==> config.mk <==
export PLATFORM = sky130hd
export DESIGN_NAME = cmd_regbuf
export DESIGN_NICKNAME = d
export VERILOG_FILES = /design/src/rtl/cmd_regbuf_pkg.sv /design/src/rtl/cmd_regbuf_cfg.sv /design/src/rtl/cmd_regbuf_lanes.sv /design/src/rtl/cmd_regbuf_parity.sv /design/src/rtl/cmd_regbuf.sv
export SDC_FILE = /design/constraint.sdc
export NUM_CORES = 1
export LEC_CHECK = 0
export BUFFER_PORTS_ARGS = -buffer_cell sky130_fd_sc_hd__buf_2
export CORE_MARGIN = 4
export CORE_UTILIZATION = 47
export DETAILED_ROUTE_END_ITERATION = 16
export PLACE_DENSITY = 0.79
export SETUP_SLACK_MARGIN = 0.3
export SYNTH_ARGS = -nofsm -noshare
export SYNTH_HDL_FRONTEND = slang
export SYNTH_SLANG_ARGS = --single-unit
==> constraint.sdc <==
create_clock -name clk -period 0.8 [get_ports clk]
set_input_delay 0.08 -clock clk [delete_from_list [all_inputs] [get_ports clk]]
set_output_delay 0.08 -clock clk [all_outputs]
set_load 0.01 [all_outputs]
==> src/rtl/cmd_regbuf_pkg.sv <==
package cmd_regbuf_pkg;

  localparam int MAXW = 32;

  typedef enum logic [1:0] {
    MODE_WIDE     = 2'b00,
    MODE_DUP_A    = 2'b01,
    MODE_DUP_B    = 2'b10,
    MODE_DUP_SOLO = 2'b11
  } mode_e;

  // XOR of the lowest n bits of v
  function automatic logic low_xor(input logic [MAXW-1:0] v, input int n);
    logic r;
    r = 1'b0;
    for (int i = 0; i < MAXW; i++) begin
      if (i < n) r = r ^ v[i];
    end
    return r;
  endfunction

endpackage

==> src/rtl/cmd_regbuf_cfg.sv <==
module cmd_regbuf_cfg
  import cmd_regbuf_pkg::*;
(
  input  logic [1:0] mode_sel,
  output logic       is_wide,
  output logic       is_a,
  output logic       is_b
);

  mode_e mode;

  always_comb begin
    mode    = mode_e'(mode_sel);
    is_wide = (mode == MODE_WIDE);
    is_a    = (mode == MODE_DUP_A);
    is_b    = (mode == MODE_DUP_B);
  end

endmodule

==> src/rtl/cmd_regbuf_lanes.sv <==
module cmd_regbuf_lanes #(
  parameter int N_WIDE = 25,
  parameter int N_DUP  = 14
) (
  input  logic              clk,
  input  logic              rst_n,
  input  logic              sel,
  input  logic              is_wide,
  input  logic [N_WIDE-1:0] d,
  output logic [N_WIDE-1:0] q_main,
  output logic [N_DUP-1:0]  q_dup
);

  localparam int N_HIGH = N_WIDE - N_DUP;

  for (genvar i = 0; i < N_WIDE; i++) begin : g_main
    if (i < N_DUP) begin : g_low
      always_ff @(posedge clk or negedge rst_n) begin
        if (!rst_n)   q_main[i] <= 1'b0;
        else if (sel) q_main[i] <= d[i];
      end
    end else begin : g_high
      always_ff @(posedge clk or negedge rst_n) begin
        if (!rst_n)   q_main[i] <= 1'b0;
        else if (sel) q_main[i] <= is_wide ? d[i] : 1'b0;
      end
    end
  end

  for (genvar j = 0; j < N_DUP; j++) begin : g_dup
    always_ff @(posedge clk or negedge rst_n) begin
      if (!rst_n)   q_dup[j] <= 1'b0;
      else if (sel) q_dup[j] <= is_wide ? 1'b0 : d[j];
    end
  end

  a_r2_dup_cleared: assert property (@(posedge clk) disable iff (!rst_n)
    (sel && is_wide) |=> (q_dup == '0));

  a_r3_upper_cleared: assert property (@(posedge clk) disable iff (!rst_n)
    (sel && !is_wide) |=> (q_main[N_WIDE-1 -: N_HIGH] == '0));

  a_r4_hold: assert property (@(posedge clk) disable iff (!rst_n)
    !sel |=> ($stable(q_main) && $stable(q_dup)));

endmodule

==> src/rtl/cmd_regbuf_parity.sv <==
module cmd_regbuf_parity
  import cmd_regbuf_pkg::*;
#(
  parameter int N_WIDE    = 25,
  parameter int CHK_WIDE  = 22,
  parameter int CHK_DUP   = 11
) (
  input  logic              clk,
  input  logic              rst_n,
  input  logic              sel,
  input  logic              is_wide,
  input  logic              is_a,
  input  logic              is_b,
  input  logic [N_WIDE-1:0] d,
  input  logic              par_in,
  input  logic              ppar_in,
  output logic              ppar_out,
  output logic              err_n
);

  logic own_wide, own_dup, own_sel, seed, mismatch, fail_q;

  always_comb begin
    own_wide = low_xor(MAXW'(d), CHK_WIDE);
    own_dup  = low_xor(MAXW'(d), CHK_DUP);
    own_sel  = is_wide ? own_wide : own_dup;
    seed     = is_b ? ppar_in : par_in;
    mismatch = own_sel ^ seed;
  end

  // stage 1: captured with the data
  always_ff @(posedge clk or negedge rst_n) begin
    if (!rst_n) begin
      ppar_out <= 1'b0;
      fail_q   <= 1'b0;
    end else begin
      ppar_out <= sel & is_a & (own_dup ^ par_in);
      fail_q   <= sel & ~is_a & mismatch;
    end
  end

  // stage 2: error flag one cycle behind the data
  always_ff @(posedge clk or negedge rst_n) begin
    if (!rst_n) err_n <= 1'b1;
    else        err_n <= ~fail_q;
  end

  a_r5_flag_error: assert property (@(posedge clk) disable iff (!rst_n)
    (sel && !is_a && mismatch) |=> ##1 !err_n);

  a_r6_first_released: assert property (@(posedge clk) disable iff (!rst_n)
    is_a |=> ##1 err_n);

  a_r8_idle_released: assert property (@(posedge clk) disable iff (!rst_n)
    !sel |=> ##1 err_n);

  a_r9_ppar_quiet: assert property (@(posedge clk) disable iff (!rst_n)
    (!is_a || !sel) |=> !ppar_out);

endmodule

==> src/rtl/cmd_regbuf.sv <==
module cmd_regbuf #(
  parameter int N_WIDE   = 25,
  parameter int N_DUP    = 14,
  parameter int CHK_WIDE = 22,
  parameter int CHK_DUP  = 11
) (
  input  logic              clk,
  input  logic              rst_n,
  input  logic [1:0]        mode_sel,
  input  logic [1:0]        cs_n,
  input  logic [N_WIDE-1:0] d_in,
  input  logic              par_in,
  input  logic              ppar_in,
  output logic [N_WIDE-1:0] q_main,
  output logic [N_DUP-1:0]  q_dup,
  output logic              ppar_out,
  output logic              err_n
);

  logic sel, is_wide, is_a, is_b;

  assign sel = ~&cs_n;

  cmd_regbuf_cfg u_cfg (
    .mode_sel (mode_sel),
    .is_wide  (is_wide),
    .is_a     (is_a),
    .is_b     (is_b)
  );

  cmd_regbuf_lanes #(.N_WIDE(N_WIDE), .N_DUP(N_DUP)) u_lanes (
    .clk     (clk),
    .rst_n   (rst_n),
    .sel     (sel),
    .is_wide (is_wide),
    .d       (d_in),
    .q_main  (q_main),
    .q_dup   (q_dup)
  );

  cmd_regbuf_parity #(.N_WIDE(N_WIDE), .CHK_WIDE(CHK_WIDE), .CHK_DUP(CHK_DUP)) u_par (
    .clk      (clk),
    .rst_n    (rst_n),
    .sel      (sel),
    .is_wide  (is_wide),
    .is_a     (is_a),
    .is_b     (is_b),
    .d        (d_in),
    .par_in   (par_in),
    .ppar_in  (ppar_in),
    .ppar_out (ppar_out),
    .err_n    (err_n)
  );

endmodule

Yosys cells after proc, flatten, opt, wreduce, memory -nomap -nowiden
Cells that the tools add are included.

word-level totals
  bits in registers = 42
  bits of input ports = 33
  output and inout port bits = 41
  word-level logic and storage cells = 103

operators by class
  equality and inequality tests = 2
  muxes and demuxes = 27
  bitwise logic cells = 29
  reductions and logical operators = 3

operator list
  operator                                                          number
  1-bit 2-to-1 mux                                                  27
  1-bit bitwise XOR                                                 23
  1-bit bitwise AND                                                 4
  2-bit by 1-bit == test with 1-bit output (second input constant)  1
  2-bit == test (second input constant)                             1
  2-bit zero test                                                   1
  1-bit NOT                                                         2
  2-bit AND reduction                                               1
  1-bit zero test                                                   1

Depth between registers and ports, before layout
  depth in word-level cells = 24
  mapped depth = 5
  mapped depth without buffers = 5

Cells and area by module
From an unflattened synthesis, not the netlist that was laid out.

unflattened totals
  cell total of the unflattened synthesis = 171
  area total of the unflattened synthesis = 1979.4 um^2

by module, submodules not included
  module             times used  cells an instance  area each (um^2)  seq. area each (um^2)
  cmd_regbuf_lanes   1           137                1612.8            975.9
  cmd_regbuf_parity  1           30                 344.1             76.3
  cmd_regbuf_cfg     1           3                  18.8              0.0
  cmd_regbuf         1           1                  3.8               0.0

Least setup slack after synthesis
OpenSTA, ideal clock, no wires.

  path kind = in2reg
  start point = input port d_in[7]
  end point = register u_par.fail_q
  library setup time = 0.079 ns
  arrival time = 1.189 ns
  required time = 0.721 ns
  slack = -0.468 ns
  stages = 5
  buffers on the path = 0
  path through = xnor2_1 > xnor2_1 > xnor3_1 > xnor2_1 > mux2i_1

on the way
  word-level cells in the longest chain between the ends = 18

ends and longest elaborated chain
  what                              RTL line                 source
  start, declared                   cmd_regbuf.sv:11         input logic [N_WIDE-1:0] d_in,
  1-bit bitwise XOR * (4 in a row)  cmd_regbuf_pkg.sv:17     if (i < n) r = r ^ v[i];
  1-bit bitwise XOR (11 in a row)   cmd_regbuf_pkg.sv:17
  1-bit 2-to-1 mux *                cmd_regbuf_parity.sv:26  own_sel = is_wide ? own_wide : own_dup;
  1-bit bitwise XOR *               cmd_regbuf_parity.sv:28  mismatch = own_sel ^ seed;
  1-bit bitwise AND *               cmd_regbuf_parity.sv:38  fail_q <= sel & ~is_a & mismatch;
  end signal, assigned              cmd_regbuf_parity.sv:38
  end, declared                     cmd_regbuf_parity.sv:21  logic own_wide, own_dup, own_sel, seed, mismatch, fail_q;

Every way passes the cells marked *; elsewhere a longest branch is shown, timed or not.
A chain may end at the register's enable or synchronous reset.

Worst setup path in the final report
  start point = input port d_in[4]
  end point = register u_par.fail_q

on the way
  word-level cells in the longest chain between the ends = 21

ends and longest elaborated chain
  what                              RTL line
  1-bit bitwise XOR * (7 in a row)  cmd_regbuf_pkg.sv:17
  1-bit bitwise XOR (11 in a row)   cmd_regbuf_pkg.sv:17
  1-bit 2-to-1 mux *                cmd_regbuf_parity.sv:26
  1-bit bitwise XOR *               cmd_regbuf_parity.sv:28
  1-bit bitwise AND *               cmd_regbuf_parity.sv:38

Marks and branches as above.

==> flow_summary.json <==
{
  "p_leak_uw": 0.00164,
  "synth_area_per_cell_sq_um": 14.4,
  "ioPinCount": 74,
  "worstMarginPinSlew_ps": 365,
  "synth_top_area_share_pct": 58.7,
  "start_kind": "input pin",
  "ys_async_sr_fraction_pct": 100,
  "timing.final.ws_setup_ps": -509,
  "netlist_area_sq_mm": 0.00175,
  "synth_cell_types": 18,
  "diodes": 0,
  "status": "finished with violations",
  "synth_most_common_cell": "dfrtp_1",
  "core_area_sq_mm": 0.00347,
  "postRouteAntennaNets": 0,
  "rsz0062_at_grt": "true",
  "clock_latency_ps": 290,
  "grt-ovfl-total": 0,
  "cp_cell_sequence": "buf_8, xnor2_4, xnor2_1, xnor3_2, xnor2_2, mux2i_1",
  "p_sw_uw": 1690,
  "drv_cap": 0,
  "vias_per_cell": 5.41,
  "p_per_area_mw_per_mm2": 1860,
  "first_global_vias": 1641,
  "critical_path_class": "in2reg",
  "synth_seq_area_share_pct": 60.2,
  "setup_violations": 78,
  "pre_cts_slack_ps": -691,
  "antenna_found_initial": 0,
  "r2r_slack_ps": -120,
  "seq_power_share_pct": 42.7,
  "port-buffer-count": 73,
  "nets": 285,
  "cp_slowest_cell": "xnor3_2",
  "syn_inst": 121,
  "areaGrowthSynthToFinish_pct": 79.7,
  "die_area_sq_mm": 0.00476,
  "wl_per_cell_um": 22.4,
  "violations": "hold timing, setup timing",
  "initial_core_util_pct": 50.4,
  "whs_ps": -265,
  "synth_edf_count": 0,
  "synth_commonest_cells": "41 x dfrtp_1, 25 x a22o_1, 17 x xnor2_1, 14 x mux2_2, 6 x clkbuf_1",
  "wl_um": 6690,
  "hpwl_um": 3270,
  "synth_flop_cell": "dfrtp_1",
  "synth_fp_nets": 154,
  "max_stage_delay_ps": 540,
  "path_clk_slew_ps": 90,
  "reg2reg_to": "u_lanes.q_main[13]",
  "hp-class": "in2async",
  "route.detailed.drc": 0,
  "skew_ps": 0.0116,
  "power_uw": 5820,
  "layout-drive-gt1-share_pct": 68.4,
  "ys_seq_elements": 42,
  "grt_pass1_wl_um": 8190,
  "cts_tree": "built",
  "internal-power_uw": 4130,
  "grt_max_degree": 29,
  "post-route-min-period_ps": 1310,
  "cts.sinks": 42,
  "slew_headroom_pct": 75.5,
  "min_period_over_period_pct": 164,
  "yosys.area.top_type": "dfrtp_1",
  "dr.pass1.iters": 4,
  "p_comb_share_pct": 32.2,
  "cts-root-buf": "clkbuf_8",
  "vias": 1618,
  "regToRegStartpoint": "u_lanes.q_main[13]",
  "synthTopCellsByArea": "dfrtp_1 59%, a22o_1 13%, mux2_2 9.0%, xnor2_1 8.5%, xnor3_1 2.6%",
  "cp_max_fo": 2,
  "r2r_cells": 2,
  "clkPwrFrac_pct": 25.1,
  "htree_num_levels": 2,
  "cp-end-kind": "flop",
  "hold_violations": 42,
  "synth_warnings": 0,
  "drt_iter0_markers": 156,
  "die_w_um": 69.0,
  "clock_path_buffers": 2,
  "switching_share_pct": 29.1,
  "fmax_ghz": 0.764,
  "drv_slew": 0,
  "gp_congestion": 0.788,
  "ir_drop_v": 0.00126,
  "crit_required_ps": 1010,
  "num_rows": 21,
  "die_y_um": 69.0,
  "cts_buffers": 5,
  "cp_data_arrival_time_ps": 1520,
  "postLayoutCoreUtil_pct": 90.5,
  "grt_usage_pct": 24.5
}
## logic make-up after synthesis
family	count (synthesis)	share of synthesized area (%)
xor+xnor	20	12.0
flops	42	60.2
compound gates	27	13.3
buf+inv	9	2.01
simple gates	7	2.29
mux	16	10.2
## metrics by stage
step                instance area [sq um]  setup TNS, ps  cells
finish                               3140          -7940    299
global placement                     2480          -6150    255
global route                         3140          -9690    299
floorplan                            1950          -3650    121
CTS                                  2850          -5790    287
detailed placement                   2480          -7380    255
## power groups by stage
stage,Sequential (uW),Combinational (uW),Clock (uW)
after floorplan,2560,665,0
after global placement,2470,1240,0
after detailed placement,2480,1290,0
after CTS,2440,1510,1440
after global routing,2510,1990,1580
final,2490,1880,1460
## routing by layer
layer  track usage [%]  vias up  part of all wire [%]  routed length (um)
li1                  -      701                     -                   -
met1              28.0      797                    38                2510
met2              43.2       96                    51                3430
met3              5.83       24                   7.1                 472
met4              10.7        0                   4.1                 275
met5                 0        -                     0                   0
## how the worst max path moves through the flow
stage,startpoint,endpoint,slack [ps],depth (start not counted)
2_1_floorplan,d_in[0],u_par.fail_q,-420,5
3_3_place_gp,d_in[0],u_par.fail_q,-630,6
3_5_place_dp,d_in[0],u_par.fail_q,-690,6
4_1_cts,d_in[4],u_par.fail_q,-330,6
5_1_grt,d_in[4],u_par.fail_q,-550,6
6_report,d_in[4],u_par.fail_q,-510,6
## worst max-delay path: cells and delay by family
kind / cells / cell delay (ps)
mux: 1 / 230
buf+inv: 1 / 110
xor+xnor: 4 / 1090
## repair_timing
item                                    in CTS  in global routing
endpoints found under the hold margin       43                 42
resized for setup                           23                 40
setup buffers                               24                 12
endpoints found under the setup margin      82                 83
pin swaps                                   32                  3
## area by class of cell
class | instances | area [sq um]
Tap cell | 46 | 57.6
Timing Repair Buffer | 131 | 1040
Clock inverter | 2 | 12.5
Multi-Input combinational cell | 70 | 886
Fill cell | 128 | 329
Inverter | 2 | 7.51
Clock buffer | 6 | 82.6
Sequential cell | 42 | 1050
## cells in the final DEF, fill, tap and decap left out
cell,Yosys,layout
buf_8,0,2
xnor3_1,2,1
xnor2_4,0,5
and2_4,0,1
buf_2,1,56
a21oi_1,1,1
buf_12,0,5
a22o_1,25,25
and4b_1,1,1
xnor2_2,1,8
inv_1,2,1
buf_4,0,36
xnor3_2,0,1
nand3b_1,1,1
buf_6,0,32
clkbuf_8,0,6
dfrtp_1,41,41
inv_2,0,1
nor2_1,3,2
nor2_4,0,1
o31ai_2,0,1
mux2i_1,2,2
mux2_4,0,14
clkinv_2,0,1
nor3_4,0,1
clkinvlp_4,0,1
dfstp_2,1,1
xnor2_1,17,5
## sequential cells by signal, indices dropped and copies added, names as in the netlist
signal / cells
u_lanes.q_main: 25
u_lanes.q_dup: 14
u_par.err_n: 1
u_par.fail_q: 1
u_par.ppar_out: 1
No activity file was read; power rests on OpenSTA's default activity.
